## config.mk

```make
export PLATFORM = sky130hd
export DESIGN_NAME = usr_bus_shreg
export DESIGN_NICKNAME = d
export VERILOG_FILES = /design/src/rtl/usr_pkg.sv /design/src/rtl/usr_next_state.sv /design/src/rtl/usr_drive_ctl.sv /design/src/rtl/usr_bus_shreg.sv
export SDC_FILE = /design/constraint.sdc
export NUM_CORES = 1
export LEC_CHECK = 0
export BUFFER_PORTS_ARGS = -buffer_cell sky130_fd_sc_hd__buf_2
export CAP_MARGIN = 20
export CORE_UTILIZATION = 37
export CTS_BUF_LIST = sky130_fd_sc_hd__clkbuf_8
export DETAILED_ROUTE_END_ITERATION = 6
export PLACE_DENSITY = 0.76
export SYNTH_ARGS = -nofsm -noshare
export SYNTH_HDL_FRONTEND = slang
export SYNTH_SLANG_ARGS = --single-unit
```

## constraint.sdc

```tcl
create_clock -name clk -period 1.27 [get_ports clk]
set_input_delay 0.1905 -clock clk [delete_from_list [all_inputs] [get_ports clk]]
set_output_delay 0.1905 -clock clk [all_outputs]
set_load 0.05 [all_outputs]
```

## src/rtl/usr_pkg.sv

```systemverilog
package usr_pkg;
  typedef enum logic [1:0] {
    MODE_HOLD = 2'b00,
    MODE_UP   = 2'b01,
    MODE_DN   = 2'b10,
    MODE_LOAD = 2'b11
  } mode_e;
endpackage

```

## src/rtl/usr_next_state.sv

```systemverilog
module usr_next_state
  import usr_pkg::*;
#(
  parameter int W = 8
) (
  input  mode_e          mode,
  input  logic [W-1:0]   cur,
  input  logic [W-1:0]   load_val,
  input  logic           ser_up,
  input  logic           ser_dn,
  output logic [W-1:0]   nxt
);
  always_comb begin
    unique case (mode)
      MODE_HOLD: nxt = cur;
      MODE_UP:   nxt = {cur[W-2:0], ser_up};
      MODE_DN:   nxt = {ser_dn, cur[W-1:1]};
      MODE_LOAD: nxt = load_val;
      default:   nxt = cur;
    endcase
  end
endmodule

```

## src/rtl/usr_drive_ctl.sv

```systemverilog
module usr_drive_ctl
  import usr_pkg::*;
#(
  parameter int W = 8
) (
  input  mode_e        mode,
  input  logic         dis_a,
  input  logic         dis_b,
  output logic [W-1:0] oe
);
  logic drive;
  assign drive = !(dis_a || dis_b) && (mode != MODE_LOAD);

  for (genvar i = 0; i < W; i++) begin : g_line
    assign oe[i] = drive;
  end
endmodule

```

## src/rtl/usr_bus_shreg.sv

```systemverilog
module usr_bus_shreg
  import usr_pkg::*;
#(
  parameter int W = 8
) (
  input  logic         clk,
  input  logic         rst_n,
  input  logic         mode_lo,
  input  logic         mode_hi,
  input  logic         ser_up_in,
  input  logic         ser_dn_in,
  input  logic         dis_a,
  input  logic         dis_b,
  input  logic [W-1:0] bus_in,
  output logic [W-1:0] bus_out,
  output logic [W-1:0] bus_oe,
  output logic         end_lo,
  output logic         end_hi
);
  localparam int TOP = W - 1;

  mode_e        mode;
  logic [W-1:0] q;
  logic [W-1:0] q_nxt;

  assign mode = mode_e'({mode_hi, mode_lo});

  usr_next_state #(.W(W)) u_nxt (
    .mode     (mode),
    .cur      (q),
    .load_val (bus_in),
    .ser_up   (ser_up_in),
    .ser_dn   (ser_dn_in),
    .nxt      (q_nxt)
  );

  always_ff @(posedge clk or negedge rst_n) begin
    if (!rst_n) q <= '0;
    else        q <= q_nxt;
  end

  usr_drive_ctl #(.W(W)) u_drv (
    .mode  (mode),
    .dis_a (dis_a),
    .dis_b (dis_b),
    .oe    (bus_oe)
  );

  assign bus_out = q;
  assign end_lo  = q[0];
  assign end_hi  = q[TOP];
endmodule

```

==> results of run 1 <==
[cell usage after synthesis]
cell | number | area [µm²]
sky130_fd_sc_hd__dfrtp_1 | 8 | 200
sky130_fd_sc_hd__a211oi_1 | 1 | 7.51
sky130_fd_sc_hd__buf_4 | 10 | 75.1
sky130_fd_sc_hd__buf_6 | 2 | 22.5
sky130_fd_sc_hd__mux4_2 | 8 | 180
[area by class of cell]
type                       count  area (µm²)
timing repair buffer          36         200
multi-input combinational      9         200
tap                           14        17.5
fill                         101         497
clock buffer                   3        41.3
sequential                     8         200
[power breakdown]
group | switching (mW) | internal (mW) | leakage (nW) | total [mW]
Sequential | 0.0530 | 0.312 | 0.0937 | 0.365
Clock | 0.0930 | 0.205 | 0.0216 | 0.298
Combinational | 0.356 | 0.167 | 0.205 | 0.523
[timing repair]
item	in CTS	in global routing
hold buffers	1	0
setup endpoints to repair	0	8
resized for setup	0	5
endpoints found under the hold margin	8	0
[logic make-up after synthesis]
group                  Yosys count  share of synthesized area, %
AO/OA/AOI/OAI                    1                          1.55
buffers and inverters           12                          20.1
flip-flops                       8                          41.2
multiplexers                     8                          37.1
[layer usage]
layer	GRT usage, %	routed length [µm]
met5	0	0
met4	8.04	0
met3	6.98	97
met2	28.4	531
met1	16.5	352
[layout by cell type (no fill, tap or decap)]
cell,netlist,layout
sky130_fd_sc_hd__a211oi_4,0,1
sky130_fd_sc_hd__buf_2,0,29
sky130_fd_sc_hd__mux4_2,8,8
sky130_fd_sc_hd__buf_4,10,2
sky130_fd_sc_hd__clkbuf_4,0,4
sky130_fd_sc_hd__clkbuf_8,0,3
sky130_fd_sc_hd__dfrtp_1,8,8
sky130_fd_sc_hd__dlygate4sd3_1,0,1
[final timing paths]
path | from | to
setup / recovery | mode_lo | bus_oe[3]
hold reg to reg | bus_out[7] | bus_out[6]
hold / removal | bus_in[1] | bus_out[1]
setup reg to reg | bus_out[6] | bus_out[7]
max in group asynchronous | rst_n | bus_out[0]
min in group asynchronous | rst_n | bus_out[2]
==> results.toml, run 1 <==
[critical_path]
crit_fanout = 8
r2r.worst_path.cells = 1
ff2ff_setup_slack_ns = 0.27
timing.critical_path.cells = "buf_2, a211oi_4, buf_2"
worstSetupEndpointType = "primary output"
worst-endpoint-arrival_ns = 0.99
setup.worst_path.class = "input pin to primary output"
critPathSlowestCell = "sky130_fd_sc_hd__a211oi_4"
crit_path_frequent_cell = "sky130_fd_sc_hd__buf_2"
worst_path_dominant_cell_family = "buffers and inverters"
critPathMaxStageDelay_ns = 0.35
timing.critical_path.from_type = "input pin"
cp.depth = 3
path_buf_inv = 2
cp_data_required_time_ns = 1.08

[die]
die_h_um = 38.2
top_level_ports = 34
floorplan.die_area_um2 = 1460
dieWidth_um = 38.2
rows = 12
core_area_um2 = 1160
initial_utilization_pct = 42.0

[routing]
detail_route.wirelength_um = 981
routed_via_density = 5.33
wl_per_cell_um = 14.0
vias = 373
first_pass_iters = 4
remaining_drc_errors = 0
drt_iter0_markers = 2
final_antenna_net_count = 0

[logic_synthesis]
synth_cell_types = 5
ys.warnings.count = 0
syn-instance-count = 29
synth_fp_nets = 45
synth_area_um2 = 485
ys_ff_latch = 8
post_synthesis_sequential_area_ratio_pct = 41.2
per_instance_average_area_after_synthesis_um2 = 16.7

[global_routing]
track_usage_pct = 16.4
first_pass_grt_wire_length_mm = 1.46
grt_start_max_net_pins = 9
grt-ovfl-total = 0
first_global_vias = 333
number_of_antenna_violations_at_the_first_check_in_global_routing = 0

[timing]
final_period_minus_worst_setup_slack_ns = 1.18
timing.final.max_slew_violations = 0
setup_repair_after_global_routing_missed_its_margin = "false"
worst_slack_ns = 0.0862
final_setup_violating_endpoints = 0
fin_worst_hold_slack_ns = 0.283
slew_headroom_pct = 78.7
fin_worst_skew_ns = 0.00195
setup_total_negative_slack_ns = 0
slew_at_the_pin_closest_to_its_max_slew_limit_ns = 0.318
top_achievable_clock_speed_mhz = 845
hold_viol = 0
period_share_pct = 93.2

[final_layout]
antenna-diode-count = 0
final_layout_size_suffix_gt1_share_pct = 83.9
final_nets = 74
layout.cell_area.non_filler_um2 = 659
finalNonFillerCells = 70
postLayoutCoreUtil_pct = 57.0
largest_register_ff_count = 8
layout_area_overhead_pct = 35.8

[placed_design]
place_congestion = 0.656
numPlacedInstances = 66
place_area_um2 = 591
dp_worst_setup_slack_ns = 0.0313
place.port_buffers = 33

[worst_hold_path]
hold_depth = 2
worst_hold_path_type = "input pin to register"

[clock_network]
worstSkewPairLatency_ns = 0.22
cts-buffers-inserted = 3
cts_sinks = 8
path_clk_slew_ns = 0.04
ctsHtreeMaxLevel = 1
post-cts-setup-buffer-count = 0
clock-root-buffer = "sky130_fd_sc_hd__clkbuf_8"
clk_path_buf_depth = 2
cts_tree = "built"

[power]
p_leak_nw = 0.320
power_consumption_mw = 1.19
power_per_cell_area_nw_per_um2 = 1800
worst_ir_drop_on_vdd_mv = 0.710

[run_status]
run_status = "complete, no violations"

[flow_run]
cap_viol_max_count = 0
Note: power is estimated with default switching activity, not from simulation.
==> inputs of run 2 (changes only) <==
- BUFFER_PORTS_ARGS: -buffer_cell sky130_fd_sc_hd__buf_2 -> -buffer_cell sky130_fd_sc_hd__buf_4
- CORE_AREA: not set -> 2 2 39 41
- CORE_UTILIZATION: 37 -> not set
- DIE_AREA: not set -> 0 0 41 43
- PLACE_DENSITY: 0.76 -> 0.72
- clock period: 1.27 -> 1.1 ns (I/O delays scaled with it)
==> run 2 against run 1 <==
Against the previous run:
- register-to-register slack lost 0.18 ns
- utilization grew 0.29 points
- critical path depth grew 1
- final cell count grew 5.7%
- largest power group unchanged
- total power grew 24%
- sequential cell count is the same
- first-iteration DRC count grew to 3.0 times the previous value
- combinational power grew 32%
- routed wire length grew 4.7%
- clock skew is essentially flat
- non-clock buffer count grew 2
==> results.toml, run 2 (synthesis results as in run 1) <==
[critical_path]
critPathMaxStageDelay_ns = 0.24
timing.critical_path.from_type = "input pin"
worstSetupEndpointType = "primary output"
critPathSlowestCell = "sky130_fd_sc_hd__a211oi_4"
cp_data_required_time_ns = 0.94
crit_path_frequent_cell = "sky130_fd_sc_hd__buf_6"
crit_fanout = 8
setup.worst_path.class = "input pin to primary output"
worst_path_dominant_cell_family = "buffers and inverters"
path_buf_inv = 3
timing.critical_path.cells = "buf_4, a211oi_4, buf_6, buf_6"
worst-endpoint-arrival_ns = 0.91

[power]
clk_pwr_share_pct = 23.3
power_switching_share_pct = 40.0
p_leak_nw = 0.355
switching_power_uw = 589
comb_power_share_pct = 46.9
power_consumption_mw = 1.47
worst_ir_drop_on_vdd_mv = 0.920
seqPwrFrac_pct = 29.8
power_per_cell_area_nw_per_um2 = 1860
internal_dissipation_uw = 883

[global_routing]
grt_use_met1_pct = 20.0
number_of_antenna_violations_at_the_first_check_in_global_routing = 0
gr-usage-met2_pct = 19.4
global_route.peak_usage_layer = "met1"
grt_start_max_net_pins = 9
track_usage_pct = 14.4
first_global_vias = 344
first_pass_grt_wire_length_mm = 1.63
use_met3_pct = 6.28
grt-ovfl-total = 0

[routing]
vias = 351
first_pass_iters = 4
wl_per_cell_um = 13.9
final_antenna_net_count = 0
routed_via_density = 4.74
drt_iter0_markers = 6
detail_route.wirelength_mm = 1.03
remaining_drc_errors = 0

[final_layout]
layout_common_cells = "sky130_fd_sc_hd__buf_4, sky130_fd_sc_hd__buf_6, sky130_fd_sc_hd__mux4_2, sky130_fd_sc_hd__dfrtp_2, sky130_fd_sc_hd__clkbuf_8"
finalNonFillerCells = 74
layout.cell_area.non_filler_um2 = 793
layout_area_overhead_pct = 63.4
final_nets = 76
largest_register_ff_count = 8
antenna-diode-count = 0
postLayoutCoreUtil_pct = 57.3
final_layout_size_suffix_gt1_share_pct = 98.3
layout.cells.most_common = "sky130_fd_sc_hd__buf_4"

[timing]
final_period_minus_worst_setup_slack_ns = 1.07
fin_worst_skew_ns = 0.00187
fin_worst_hold_slack_ns = 0.259
setup_repair_after_global_routing_missed_its_margin = "true"
worst_slack_ns = 0.0275
slew_at_the_pin_closest_to_its_max_slew_limit_ns = 0.172
setup_total_negative_slack_ns = 0
timing.final.max_slew_violations = 0
slew_headroom_pct = 88.5
period_share_pct = 97.5
top_achievable_clock_speed_mhz = 932
final_setup_violating_endpoints = 0
hold_viol = 0

[placed_design]
numPlacedInstances = 69
place_area_um2 = 701
place.port_buffers = 33
place_congestion = 0.672
dp_worst_setup_slack_ns = -0.00676

[clock_network]
path_clk_slew_ns = 0.04
cts_sinks = 8
clk_path_buf_depth = 2
ctsHtreeMaxLevel = 1
clock-root-buffer = "sky130_fd_sc_hd__clkbuf_8"
worstSkewPairLatency_ns = 0.22
cts_tree = "built"
cts-buffers-inserted = 3

[flow_run]
cap_viol_max_count = 0

[die]
die_h_um = 43
core_area_um2 = 1380
top_level_ports = 34
dieWidth_um = 41
initial_utilization_pct = 35.1
rows = 14
floorplan.die_area_um2 = 1760

[run_status]
run_status = "complete, no violations"

[worst_hold_path]
worst_hold_path_type = "input pin to register"
-- run 2: cell count changes in the layout (fill, tap and decap cells not counted) --
cell | before | now
sky130_fd_sc_hd__buf_2 | 29 | 0
sky130_fd_sc_hd__dfrtp_2 | 0 | 8
sky130_fd_sc_hd__dfrtp_1 | 8 | 0
sky130_fd_sc_hd__clkbuf_4 | 4 | 0
sky130_fd_sc_hd__buf_4 | 2 | 28
sky130_fd_sc_hd__buf_6 | 0 | 9
-- run 2: power by group through the flow --
stage                     clock, mW  combinational [mW]  sequential [mW]
after floorplan                   0               0.279            0.653
after global placement            0               0.671            0.441
after detailed placement          0               0.676            0.442
after CTS                     0.352               0.685            0.439
after global routing          0.381               0.719            0.450
final                         0.343               0.691            0.438
-- run 2: final cells by class --
cell class	instances	area (µm²)
Clock buffer	3	41.3
Sequential cell	8	210
Fill cell	115	591
Multi-Input combinational cell	9	200
Timing Repair Buffer	38	322
Tap cell	16	20.0
-- run 2: final timing paths --
check,from,slack [ns],cells after the start,to
min,bus_in[1],0.26,2,bus_out[1]
max in group asynchronous,rst_n,0.66,2,bus_out[7]
min reg2reg,bus_out[0],0.63,1,bus_out[1]
max reg2reg,bus_out[1],0.09,1,bus_out[0]
max,mode_hi,0.03,4,bus_oe[3]
min in group asynchronous,rst_n,0.30,2,bus_out[2]
-- run 2: per-layer routing --
metal / wire length (µm) / vias to the layer above / part of all wire [%]
met5: 0 / - / 0
met4: 0 / 0 / 0
met3: 70 / 0 / 6.8
met2: 537 / 17 / 52
met1: 419 / 176 / 41
li1: - / 158 / -
-- run 2: what timing repair did --
action / 4_1_cts / 5_1_grt
cloned: 0 / 0
resized for setup: 2 / 7
endpoints found under the setup margin: 8 / 6
buffers inserted: 1 / 0
pin swaps: 1 / 0
hold endpoints to repair: 8 / 0
hold buffers: 1 / 0
